## config.mk

```make
export PLATFORM = sky130hd
export DESIGN_NAME = burst_addr_seq
export DESIGN_NICKNAME = d
export VERILOG_FILES = /design/src/rtl/burst_seq_pkg.sv /design/src/rtl/start_arbiter.sv /design/src/rtl/beat_counter.sv /design/src/rtl/low_mapper.sv /design/src/rtl/burst_addr_seq.sv
export SDC_FILE = /design/constraint.sdc
export NUM_CORES = 1
export LEC_CHECK = 0
export BUFFER_PORTS_ARGS = -buffer_cell sky130_fd_sc_hd__clkbuf_2
export CORE_ASPECT_RATIO = 0.6
export CORE_MARGIN = 2
export CORE_UTILIZATION = 46
export DETAILED_ROUTE_END_ITERATION = 16
export PLACE_DENSITY = 0.8
export SKIP_LAST_GASP = 1
export SYNTH_ARGS = -nofsm -noshare
export SYNTH_HDL_FRONTEND = slang
export SYNTH_SLANG_ARGS = --single-unit
```

## constraint.sdc

```tcl
create_clock -name clk -period 1.7 [get_ports clk]
set_input_delay 0.085 -clock clk [delete_from_list [all_inputs] [get_ports clk]]
set_output_delay 0.085 -clock clk [all_outputs]
set_load 0.02 [all_outputs]
```

## src/rtl/burst_seq_pkg.sv

```systemverilog
package burst_seq_pkg;

  typedef enum logic {
    ORD_LINEAR     = 1'b0,
    ORD_INTERLEAVE = 1'b1
  } order_e;

  // Low-address bits for a given start value and beat index.
  function automatic logic [1:0] beat_low(input order_e ord,
                                          input logic [1:0] base,
                                          input logic [1:0] beat);
    if (ord == ORD_INTERLEAVE) beat_low = base ^ beat;
    else                       beat_low = base + beat;
  endfunction

endpackage

```

## src/rtl/start_arbiter.sv

```systemverilog
module start_arbiter (
  input  logic start_cpu,
  input  logic start_ctl,
  input  logic sel_a,
  input  logic sel_b,
  output logic load,
  output logic desel,
  output logic src_ctl
);
  logic any_start;
  logic chip_on;

  always_comb begin
    any_start = start_cpu | start_ctl;
    chip_on   = sel_a & sel_b;
    load      = any_start & chip_on;
    desel     = any_start & ~chip_on;
    // the processor strobe takes precedence over the controller strobe
    src_ctl   = start_ctl & ~start_cpu;
  end
endmodule

```

## src/rtl/beat_counter.sv

```systemverilog
module beat_counter #(
  parameter int BEAT_W = 2
) (
  input  logic              clk,
  input  logic              rst,
  input  logic              load,
  input  logic              step,
  output logic [BEAT_W-1:0] beat_q,
  output logic [BEAT_W-1:0] beat_d
);
  always_comb begin
    if (load)      beat_d = '0;
    else if (step) beat_d = beat_q + BEAT_W'(1);
    else           beat_d = beat_q;
  end

  always_ff @(posedge clk) begin
    if (rst) beat_q <= '0;
    else     beat_q <= beat_d;
  end

  a_r8_step_mod: assert property (@(posedge clk) disable iff (rst)
    (step && !load) |=> beat_q == BEAT_W'($past(beat_q) + BEAT_W'(1)))
    else $error("R8 beat step");
endmodule

```

## src/rtl/low_mapper.sv

```systemverilog
module low_mapper
  import burst_seq_pkg::*;
(
  input  order_e     ord,
  input  logic [1:0] base,
  input  logic [1:0] beat,
  output logic [1:0] low
);
  always_comb low = beat_low(ord, base, beat);
endmodule

```

## src/rtl/burst_addr_seq.sv

```systemverilog
module burst_addr_seq
  import burst_seq_pkg::*;
#(
  parameter int ADDR_W = 18
) (
  input  logic              clk,
  input  logic              rst,
  input  logic [ADDR_W-1:0] addr_in,
  input  logic              start_cpu,
  input  logic              start_ctl,
  input  logic              adv,
  input  logic              sel_a,
  input  logic              sel_b,
  input  logic              order_sel,
  output logic [ADDR_W-1:0] mem_addr,
  output logic              busy,
  output logic              from_ctl
);
  localparam int BEAT_W = 2;
  localparam int UP_W   = ADDR_W - BEAT_W;

  logic              load, desel, src_ctl, step;
  logic [UP_W-1:0]   upper_q, upper_d;
  logic [1:0]        base_q, base_d;
  logic [1:0]        beat_q, beat_d;
  logic [1:0]        low_d;
  order_e            ord;

  start_arbiter u_arb (
    .start_cpu (start_cpu),
    .start_ctl (start_ctl),
    .sel_a     (sel_a),
    .sel_b     (sel_b),
    .load      (load),
    .desel     (desel),
    .src_ctl   (src_ctl)
  );

  always_comb step = adv & busy & ~(start_cpu | start_ctl);

  beat_counter #(.BEAT_W(BEAT_W)) u_beat (
    .clk    (clk),
    .rst    (rst),
    .load   (load),
    .step   (step),
    .beat_q (beat_q),
    .beat_d (beat_d)
  );

  always_comb begin
    ord     = order_e'(order_sel);
    upper_d = load ? addr_in[ADDR_W-1:BEAT_W] : upper_q;
    base_d  = load ? addr_in[BEAT_W-1:0]      : base_q;
  end

  low_mapper u_map (
    .ord  (ord),
    .base (base_d),
    .beat (beat_d),
    .low  (low_d)
  );

  always_ff @(posedge clk) begin
    if (rst) begin
      upper_q  <= '0;
      base_q   <= '0;
      mem_addr <= '0;
      busy     <= 1'b0;
      from_ctl <= 1'b0;
    end else begin
      upper_q <= upper_d;
      base_q  <= base_d;
      if (load || step) mem_addr <= {upper_d, low_d};
      if (load) begin
        busy     <= 1'b1;
        from_ctl <= src_ctl;
      end else if (desel) begin
        busy     <= 1'b0;
      end
    end
  end

  a_r2_load_addr: assert property (@(posedge clk) disable iff (rst)
    ((start_cpu || start_ctl) && sel_a && sel_b) |=> (mem_addr == $past(addr_in)) && busy)
    else $error("R2 load");

  a_r3_cpu_wins: assert property (@(posedge clk) disable iff (rst)
    (start_cpu && sel_a && sel_b) |=> !from_ctl)
    else $error("R3 priority");

  a_r4_desel_frozen: assert property (@(posedge clk) disable iff (rst)
    ((start_cpu || start_ctl) && !(sel_a && sel_b)) |=> !busy && $stable(mem_addr) && $stable(from_ctl))
    else $error("R4 deselect");

  a_r7_no_adv_hold: assert property (@(posedge clk) disable iff (rst)
    (!start_cpu && !start_ctl && !adv) |=> $stable(mem_addr))
    else $error("R7 hold");

  a_r5_upper_kept: assert property (@(posedge clk) disable iff (rst)
    (!start_cpu && !start_ctl) |=> $stable(mem_addr[ADDR_W-1:BEAT_W]))
    else $error("R5 upper");
endmodule

```

==> report_table.html, run 1 <==
<table>
<tr><th>Metric</th><th>Value</th></tr>
<tr><th colspan="2">Run status</th></tr>
<tr><td>Result of the run</td><td>complete, no violations</td></tr>
<tr><th colspan="2">Routing</th></tr>
<tr><td>DRC errors left</td><td>0</td></tr>
<tr><td>Vias post-DR</td><td>1497</td></tr>
<tr><td>Final ANT Viol Nets</td><td>0</td></tr>
<tr><td>First drt pass iteration count</td><td>5</td></tr>
<tr><td>Overall routed net length</td><td>3.51 mm</td></tr>
<tr><td>Drt first-iter violations</td><td>102</td></tr>
<tr><td>Drt via density</td><td>5.18</td></tr>
<tr><td>Routed wire length per instance</td><td>12.1 um</td></tr>
<tr><th colspan="2">GRT</th></tr>
<tr><td>Vias in the first global route</td><td>1244</td></tr>
<tr><td>Wire length of the first global-routing pass</td><td>5.66 mm</td></tr>
<tr><td>All-layer global routing usage</td><td>0.180</td></tr>
<tr><td>Antenna violations before repair</td><td>0</td></tr>
<tr><td>Pin count of the biggest net entering global routing</td><td>31</td></tr>
<tr><td>Total congestion overflow</td><td>0</td></tr>
<tr><th colspan="2">Synth</th></tr>
<tr><td>Syn Area/Cell</td><td>8.29 um^2</td></tr>
<tr><td>Syn_nets</td><td>229</td></tr>
<tr><td>Mapped cell area</td><td>1670 um^2</td></tr>
<tr><td>Register bit count reported by yosys</td><td>40</td></tr>
<tr><td>Top-area cell type share of the netlist area</td><td>0.478</td></tr>
<tr><td>Cell accounting for the most synthesized area</td><td>sky130_fd_sc_hd__dfxtp_1</td></tr>
<tr><td>Part of the Yosys area used for sequential elements</td><td>0.478</td></tr>
<tr><td>Synthesized instance count</td><td>202</td></tr>
<tr><td>Unique cell type count in the Yosys netlist</td><td>24</td></tr>
<tr><td>Area contributors post-synth</td><td>sky130_fd_sc_hd__dfxtp_1 (48%), sky130_fd_sc_hd__nand2_1 (16%), sky130_fd_sc_hd__a311oi_1 (7.8%), sky130_fd_sc_hd__a21oi_1 (6.0%), sky130_fd_sc_hd__nor2_1 (4.5%)</td></tr>
<tr><td>Yosys warning count</td><td>0</td></tr>
<tr><th colspan="2">Floorplan</th></tr>
<tr><td>Area enclosed by the die boundary</td><td>4150 um^2</td></tr>
<tr><td>Area of the placeable core</td><td>3360 um^2</td></tr>
<tr><td>Chip Height</td><td>50.7 um</td></tr>
<tr><td>Number of primary I/O pins</td><td>46</td></tr>
<tr><td>Die Width</td><td>81.9 um</td></tr>
<tr><td>Standard-cell row count</td><td>16</td></tr>
<tr><td>Initial cell density of the core</td><td>0.498</td></tr>
<tr><th colspan="2">Placement</th></tr>
<tr><td>GP Congestion</td><td>0.773</td></tr>
<tr><td>Placement Setup Slack</td><td>0.0116 ns</td></tr>
<tr><td>Count of placed standard cells including taps</td><td>282</td></tr>
<tr><td>Dpl hpwl</td><td>2.35 mm</td></tr>
<tr><td>Number of buffers added on ports</td><td>45</td></tr>
<tr><th colspan="2">Timing</th></tr>
<tr><td>Final setup slack of the worst path</td><td>0.0874 ns</td></tr>
<tr><td>Final Slew Violations</td><td>0</td></tr>
<tr><td>Time the final worst path needs with I/O delays and setup</td><td>1.61 ns</td></tr>
<tr><td>Final worst clock skew</td><td>0.00246 ns</td></tr>
<tr><td>Maximum operating frequency</td><td>0.620 GHz</td></tr>
<tr><td>Number of hold violations in the final report</td><td>0</td></tr>
<tr><td>Worst slew pin tran</td><td>0.449 ns</td></tr>
<tr><td>Unrepaired setup endpoints after global routing</td><td>true</td></tr>
<tr><td>Rel. slew slack</td><td>0.700</td></tr>
<tr><td>Final setup fails</td><td>0</td></tr>
<tr><td>Final worst-path cycle share</td><td>0.949</td></tr>
<tr><th colspan="2">Clock network</th></tr>
<tr><td>Post-CTS resize count</td><td>0</td></tr>
<tr><td>Maximum level of the CTS H-tree</td><td>2</td></tr>
<tr><td>Clock-pin transition on the worst setup and hold timing paths</td><td>0.08 ns</td></tr>
<tr><td>Cts-stage hold buffer count</td><td>0</td></tr>
<tr><td>Clock latency reported for the late side of the worst-skew pair</td><td>0.29 ns</td></tr>
<tr><td>Number of CTS-inserted buffers</td><td>5</td></tr>
<tr><td>Root buffer cell</td><td>sky130_fd_sc_hd__clkbuf_8</td></tr>
<tr><td>Clock Sink Count</td><td>40</td></tr>
<tr><td>Maximum clock path buffer count</td><td>2</td></tr>
<tr><td>Clock tree from TritonCTS</td><td>yes</td></tr>
<tr><td>Buffers inserted by post-CTS timing repair</td><td>0</td></tr>
<tr><th colspan="2">Worst setup path</th></tr>
<tr><td>Cells along the critical path</td><td>nand4bb_4, nand3_2, o21ai_2, ha_2, nor2b_4, xnor2_2, xnor2_1, a2111oi_2</td></tr>
<tr><td>Slowest stage cell, crit path</td><td>sky130_fd_sc_hd__dfxtp_4</td></tr>
<tr><td>Reg-to-reg endpoint</td><td>mem_addr[1]$_SDFFE_PP0P_</td></tr>
<tr><td>Worst stage delay on the critical path</td><td>0.38 ns</td></tr>
<tr><td>Critical-path maximum fanout</td><td>4</td></tr>
<tr><td>Setup crit end kind</td><td>flip-flop</td></tr>
<tr><td>Startpoint type of the worst setup path</td><td>flip-flop</td></tr>
<tr><td>Length in cells of the worst reg-to-reg path</td><td>8</td></tr>
<tr><td>Reg-to-reg setup timing slack</td><td>0.09 ns</td></tr>
<tr><td>Data required time at the worst endpoint</td><td>1.89 ns</td></tr>
<tr><td>Arrival time reported for the critical path endpoint</td><td>1.80 ns</td></tr>
<tr><td>Critical path type</td><td>flip-flop to flip-flop</td></tr>
<tr><td>Startpoint of the worst-slack reg-to-reg timing path</td><td>busy$_SDFFE_PP0P_</td></tr>
<tr><th colspan="2">Power</th></tr>
<tr><td>Leakage Power</td><td>0.804 nW</td></tr>
<tr><td>Total power</td><td>0.00185 W</td></tr>
<tr><td>Peak supply drop</td><td>0.501 mV</td></tr>
<tr><td>Power density over the cells</td><td>911 nW/um^2</td></tr>
<tr><th colspan="2">Cells and area</th></tr>
<tr><td>Area added between synthesis and finish</td><td>21.5%</td></tr>
<tr><td>Most frequent cells in the layout</td><td>sky130_fd_sc_hd__nand2_1 (71), sky130_fd_sc_hd__clkbuf_2 (45), sky130_fd_sc_hd__dfxtp_1 (39)</td></tr>
<tr><td>Count of inserted antenna diode cells</td><td>0</td></tr>
<tr><td>Post-layout nets</td><td>271</td></tr>
<tr><td>Leading cell type in the layout, fill and taps excluded</td><td>sky130_fd_sc_hd__nand2_1</td></tr>
<tr><td>Non-filler instance count after layout</td><td>289</td></tr>
<tr><td>Fraction of layout cells with a size suffix above 1</td><td>0.291</td></tr>
<tr><td>Final Util</td><td>0.605</td></tr>
<tr><th colspan="2">Hold path</th></tr>
<tr><td>HP Start</td><td>addr_in[2]</td></tr>
<tr><td>Min-Delay Path Depth</td><td>3</td></tr>
<tr><td>Classification of the worst-slack hold path</td><td>input pin to flip-flop</td></tr>
<tr><td>Terminating pin of the worst hold path</td><td>upper_q[0]$_SDFF_PP0_</td></tr>
<tr><th colspan="2">Job</th></tr>
<tr><td>Max cap viols</td><td>0</td></tr>
</table>
-- layout make-up --
cell class | instances | area, um^2
fillers | 328 | 1330
multi-input cells | 147 | 818
flip-flops and latches | 40 | 805
repair buffers | 50 | 275
clock buffers | 5 | 68.8
well taps | 45 | 56.3
clock inverters | 2 | 11.3
-- where the power goes --
group          total, W  switching [W]  internal (W)
sequential      0.00101      0.0000245      0.000983
combinational  0.000240       0.000146     0.0000938
clock          0.000607       0.000328      0.000279
total           0.00185       0.000498       0.00136
-- logic make-up after synthesis --
group | count (synthesis) | share of synthesized area
AO/OA/AOI/OAI | 42 | 0.188
buffers and inverters | 15 | 0.0598
XOR/XNOR | 5 | 0.0262
AND/OR/NAND/NOR | 99 | 0.241
adder cells (fa/ha/maj) | 1 | 0.00747
flip-flops | 40 | 0.478
-- worst max-delay path by stage --
stage | start | end | slack [ns] | cells past startpoint
floorplan | busy$_SDFFE_PP0P_ | mem_addr[1]$_SDFFE_PP0P_ | 0.002 | 8
global placement | busy$_SDFFE_PP0P_ | mem_addr[1]$_SDFFE_PP0P_ | 0.09 | 7
detailed placement | busy$_SDFFE_PP0P_ | mem_addr[1]$_SDFFE_PP0P_ | 0.01 | 7
CTS | busy$_SDFFE_PP0P_ | mem_addr[1]$_SDFFE_PP0P_ | 0.01 | 7
global route | busy$_SDFFE_PP0P_ | mem_addr[1]$_SDFFE_PP0P_ | -0.07 | 7
finish | busy$_SDFFE_PP0P_ | mem_addr[1]$_SDFFE_PP0P_ | 0.09 | 8
-- critical path, delay by kind of cell, from the launching register on --
kind                       cells  cell delay [ns]
adders and majority gates      1             0.18
AOI/OAI and AO/OA              2             0.34
and+or+nand+nor                3             0.37
xor gates and xnor gates       2             0.26
DFF                            1             0.38
-- flip-flops by register name, summed over array words and instances (netlist names) --
register / cells
base_q: 2
busy: 1
from_ctl: 1
mem_addr: 18
u_beat.beat_q: 2
upper_q: 16
-- synthesized netlist by cell type --
master and n:
sky130_fd_sc_hd__buf_2 7, sky130_fd_sc_hd__a21oi_1 20, sky130_fd_sc_hd__nand3_1 2, sky130_fd_sc_hd__a2111oi_2 1, sky130_fd_sc_hd__xnor2_1 3, sky130_fd_sc_hd__nand2_1 71, sky130_fd_sc_hd__nor2b_1 2, sky130_fd_sc_hd__o211ai_4 1
sky130_fd_sc_hd__nand4bb_1 1, sky130_fd_sc_hd__nor3_2 1, sky130_fd_sc_hd__xor2_1 2, sky130_fd_sc_hd__ha_1 1, sky130_fd_sc_hd__o21ai_0 2, sky130_fd_sc_hd__buf_4 1, sky130_fd_sc_hd__nor3_1 1, sky130_fd_sc_hd__a31oi_1 1
sky130_fd_sc_hd__and4bb_2 1, sky130_fd_sc_hd__a311oi_1 15, sky130_fd_sc_hd__nor2_1 20, sky130_fd_sc_hd__clkbuf_1 4, sky130_fd_sc_hd__buf_6 2, sky130_fd_sc_hd__a311oi_2 2, sky130_fd_sc_hd__buf_12 1, sky130_fd_sc_hd__dfxtp_1 40
-- metal layers --
layer,wire (um),up-vias,track usage
met1,1700,669,0.254
met4,36,0,0.0500
met2,1490,54,0.262
met5,0,-,0
met3,280,5,0.0594
li1,-,769,-
-- metrics by stage --
| step | instance area (um^2) | setup TNS (ns) | hold slack [ns] |
|---|---|---|---|
| final | 2030 | 0 | 0.0298 |
| after detailed placement | 1920 | 0 | 0.331 |
| after floorplan | 1690 | 0 | 0.161 |
| after global placement | 1920 | 0 | 0.329 |
| after global routing | 2030 | -0.0684 | 0.0168 |
| after CTS | 2000 | 0 | 0.0181 |
Power figures use the tool's default switching activity.
==> inputs of run 2 (changes only) <==
--- a/config.mk
+++ b/config.mk
@@ -5,12 +5,13 @@
 export SDC_FILE = /design/constraint.sdc
 export NUM_CORES = 1
 export LEC_CHECK = 0
-export BUFFER_PORTS_ARGS = -buffer_cell sky130_fd_sc_hd__clkbuf_2
+export BUFFER_PORTS_ARGS = -buffer_cell sky130_fd_sc_hd__buf_2
 export CORE_ASPECT_RATIO = 0.6
 export CORE_MARGIN = 2
-export CORE_UTILIZATION = 46
+export CORE_UTILIZATION = 47
+export CTS_BUF_LIST = sky130_fd_sc_hd__clkbuf_8
 export DETAILED_ROUTE_END_ITERATION = 16
-export PLACE_DENSITY = 0.8
+export PLACE_DENSITY = 0.82
 export SKIP_LAST_GASP = 1
 export SYNTH_ARGS = -nofsm -noshare
 export SYNTH_HDL_FRONTEND = slang
==> run 2 against run 1 <==
Net effect:
- non-clock buffer count unchanged
- die area decreased by 2.0%
- cell count increased by 0.35%
- routed wire length about the same
- clock power increased by 11%
- sequential power about the same
==> report_table.html, run 2 (same netlist as run 1, synthesis figures left out) <==
<table>
<tr><th>Metric</th><th>Value</th></tr>
<tr><th colspan="2">Worst setup path</th></tr>
<tr><td>Kind of cell adding the most delay to the critical path</td><td>flip-flops</td></tr>
<tr><td>Data required time at the worst endpoint</td><td>1.89 ns</td></tr>
<tr><td>Buffers and inverters on the worst path</td><td>0</td></tr>
<tr><td>Startpoint type of the worst setup path</td><td>flip-flop</td></tr>
<tr><td>Worst stage delay on the critical path</td><td>0.38 ns</td></tr>
<tr><td>Setup crit end kind</td><td>flip-flop</td></tr>
<tr><td>Critical-path maximum fanout</td><td>4</td></tr>
<tr><td>Cells along the critical path</td><td>nand4bb_4, nand3_2, o21ai_2, ha_2, nor2b_4, xnor2_2, xnor2_1, a2111oi_2</td></tr>
<tr><td>Critical path type</td><td>flip-flop to flip-flop</td></tr>
<tr><td>Slowest stage cell, crit path</td><td>sky130_fd_sc_hd__dfxtp_4</td></tr>
<tr><td>Arrival time reported for the critical path endpoint</td><td>1.84 ns</td></tr>
<tr><th colspan="2">Timing</th></tr>
<tr><td>Rel. slew slack</td><td>0.697</td></tr>
<tr><td>Time the final worst path needs with I/O delays and setup</td><td>1.65 ns</td></tr>
<tr><td>Unrepaired setup endpoints after global routing</td><td>true</td></tr>
<tr><td>Final worst-path cycle share</td><td>0.970</td></tr>
<tr><td>Worst slew pin tran</td><td>0.455 ns</td></tr>
<tr><td>Final setup fails</td><td>0</td></tr>
<tr><td>Final Slew Violations</td><td>0</td></tr>
<tr><td>Final worst clock skew</td><td>0.00818 ns</td></tr>
<tr><td>Worst hold-check slack</td><td>0.0303 ns</td></tr>
<tr><td>Maximum operating frequency</td><td>0.606 GHz</td></tr>
<tr><td>Number of hold violations in the final report</td><td>0</td></tr>
<tr><th colspan="2">Routing</th></tr>
<tr><td>Wire length the detailed router placed on met1</td><td>1.75 mm</td></tr>
<tr><td>First drt pass iteration count</td><td>4</td></tr>
<tr><td>Drt first-iter violations</td><td>88</td></tr>
<tr><td>Vias post-DR</td><td>1485</td></tr>
<tr><td>Uppermost metal layer occupied by signal nets</td><td>met4</td></tr>
<tr><td>DRC errors left</td><td>0</td></tr>
<tr><td>Drt via density</td><td>5.12</td></tr>
<tr><td>Final ANT Viol Nets</td><td>0</td></tr>
<tr><td>Overall routed net length</td><td>3.51 mm</td></tr>
<tr><td>Routed wire length per instance</td><td>12.1 um</td></tr>
<tr><td>Met3 WL post-DR</td><td>293 um</td></tr>
<tr><td>Met2 WL post-DR</td><td>1.44 mm</td></tr>
<tr><th colspan="2">Cells and area</th></tr>
<tr><td>Leading registers by flop count</td><td>mem_addr (18), upper_q (16)</td></tr>
<tr><td>Post-layout instance area</td><td>2040 um^2</td></tr>
<tr><td>Area added between synthesis and finish</td><td>21.8%</td></tr>
<tr><td>Final Util</td><td>0.614</td></tr>
<tr><td>Most frequent cells in the layout</td><td>sky130_fd_sc_hd__nand2_1 (71), sky130_fd_sc_hd__buf_2 (45), sky130_fd_sc_hd__dfxtp_1 (38)</td></tr>
<tr><td>Count of inserted antenna diode cells</td><td>0</td></tr>
<tr><td>Post-layout nets</td><td>271</td></tr>
<tr><td>Leading cell type in the layout, fill and taps excluded</td><td>sky130_fd_sc_hd__nand2_1</td></tr>
<tr><td>Largest register by flop count</td><td>mem_addr</td></tr>
<tr><td>Flip-flop count of the largest register, all copies and words added</td><td>18</td></tr>
<tr><td>Number of inserted filler cells in the final layout</td><td>297</td></tr>
<tr><td>Fraction of layout cells with a size suffix above 1</td><td>0.298</td></tr>
<tr><th colspan="2">Run status</th></tr>
<tr><td>Result of the run</td><td>complete, no violations</td></tr>
<tr><th colspan="2">Clock network</th></tr>
<tr><td>Root buffer cell</td><td>sky130_fd_sc_hd__clkbuf_8</td></tr>
<tr><td>Cts-stage hold buffer count</td><td>0</td></tr>
<tr><td>Clock tree from TritonCTS</td><td>yes</td></tr>
<tr><td>Maximum level of the CTS H-tree</td><td>2</td></tr>
<tr><td>Clock Sink Count</td><td>40</td></tr>
<tr><td>Maximum clock path buffer count</td><td>2</td></tr>
<tr><td>Clock-pin transition on the worst setup and hold timing paths</td><td>0.08 ns</td></tr>
<tr><td>Number of CTS-inserted buffers</td><td>5</td></tr>
<tr><td>Clock latency reported for the late side of the worst-skew pair</td><td>0.29 ns</td></tr>
<tr><th colspan="2">Job</th></tr>
<tr><td>Max cap viols</td><td>0</td></tr>
<tr><th colspan="2">Placement</th></tr>
<tr><td>GP Congestion</td><td>0.829</td></tr>
<tr><td>Dpl hpwl</td><td>2.28 mm</td></tr>
<tr><td>Instance area at placement</td><td>1910 um^2</td></tr>
<tr><td>Number of buffers added on ports</td><td>45</td></tr>
<tr><th colspan="2">Floorplan</th></tr>
<tr><td>Die Width</td><td>81.1 um</td></tr>
<tr><td>Initial cell density of the core</td><td>0.504</td></tr>
<tr><td>Area enclosed by the die boundary</td><td>4070 um^2</td></tr>
<tr><td>Area of the placeable core</td><td>3320 um^2</td></tr>
<tr><td>Chip Height</td><td>50.2 um</td></tr>
<tr><td>Number of primary I/O pins</td><td>46</td></tr>
<tr><td>Standard-cell row count</td><td>16</td></tr>
<tr><th colspan="2">Power</th></tr>
<tr><td>Leakage Power</td><td>0.811 nW</td></tr>
<tr><td>Switching part of the total power</td><td>0.267</td></tr>
<tr><td>Peak supply drop</td><td>0.443 mV</td></tr>
<tr><td>Share of power burned in the clock network</td><td>0.351</td></tr>
<tr><td>NetSw</td><td>0.000512 W</td></tr>
<tr><td>Pint</td><td>0.00140 W</td></tr>
<tr><td>Total power</td><td>0.00192 W</td></tr>
<tr><td>Part of the total power dissipated in sequential elements</td><td>0.525</td></tr>
<tr><td>Logic gate share of total power</td><td>0.124</td></tr>
<tr><td>Power density over the cells</td><td>940 nW/um^2</td></tr>
<tr><th colspan="2">GRT</th></tr>
<tr><td>Vias in the first global route</td><td>1286</td></tr>
<tr><td>Antenna violations before repair</td><td>0</td></tr>
<tr><td>Total congestion overflow</td><td>0</td></tr>
<tr><td>All-layer global routing usage</td><td>0.182</td></tr>
<tr><td>Wire length of the first global-routing pass</td><td>5.73 mm</td></tr>
<tr><td>Pin count of the biggest net entering global routing</td><td>42</td></tr>
<tr><th colspan="2">Hold path</th></tr>
<tr><td>Classification of the worst-slack hold path</td><td>input pin to flip-flop</td></tr>
</table>
## run 2: worst reg2reg max path, delay by kind of cell (launching register included)
family | cells | cell delay (ns)
flip-flops | 1 | 0.38
AND/OR/NAND/NOR | 3 | 0.37
AO/OA/AOI/OAI | 2 | 0.36
XOR/XNOR | 2 | 0.27
adder cells (fa/ha/maj) | 1 | 0.17
## run 2: final timing paths
path | start | endpoint | slack (ns) | cells past startpoint
worst max-delay path | busy$_SDFFE_PP0P_ | mem_addr[1]$_SDFFE_PP0P_ | 0.05 | 8
worst min-delay path | addr_in[17] | upper_q[15]$_SDFF_PP0_ | 0.03 | 3
worst min register to register | upper_q[14]$_SDFF_PP0_ | upper_q[14]$_SDFF_PP0_ | 0.46 | 2
worst max register to register | busy$_SDFFE_PP0P_ | mem_addr[1]$_SDFFE_PP0P_ | 0.05 | 8
## run 2: final cells by class
cell class                      instances  area, um^2  share of cell area
Multi-Input combinational cell        147         818               0.401
Sequential cell                        40         806               0.395
Timing Repair Buffer                   50         263               0.129
Clock buffer                            6        82.6              0.0405
Tap cell                               45        56.3              0.0276
Clock inverter                          2        13.8             0.00675
## run 2: power groups by stage
stage / Clock (W) / Combinational (W) / Sequential (W)
final: 0.000672 / 0.000238 / 0.00101
after detailed placement: 0 / 0.000234 / 0.00103
after global routing: 0.000740 / 0.000263 / 0.00101
after global placement: 0 / 0.000233 / 0.00103
after CTS: 0.000687 / 0.000237 / 0.00101
after floorplan: 0 / 0.000109 / 0.00106
## run 2: routing by layer
layer,up-vias,global-route usage
li1,769,-
met1,655,0.258
met2,57,0.264
met3,4,0.0594
met4,0,0.0508
met5,-,0
## run 2: stage by stage
step                setup slack, ns  setup TNS, ns  cells
floorplan                   0.00157              0    202
global placement             0.0851              0    282
detailed placement          -0.0174        -0.0174    282
CTS                          0.0471              0    290
global route                -0.0659        -0.0659    290
finish                       0.0510              0    290
## run 2: repair_timing
| item | 4_1_cts | 5_1_grt |
|---|---|---|
| buffers inserted | 0 | 0 |
| pin swaps | 1 | 1 |
| resized for setup | 2 | 3 |
| endpoints found under the setup margin | 1 | 1 |
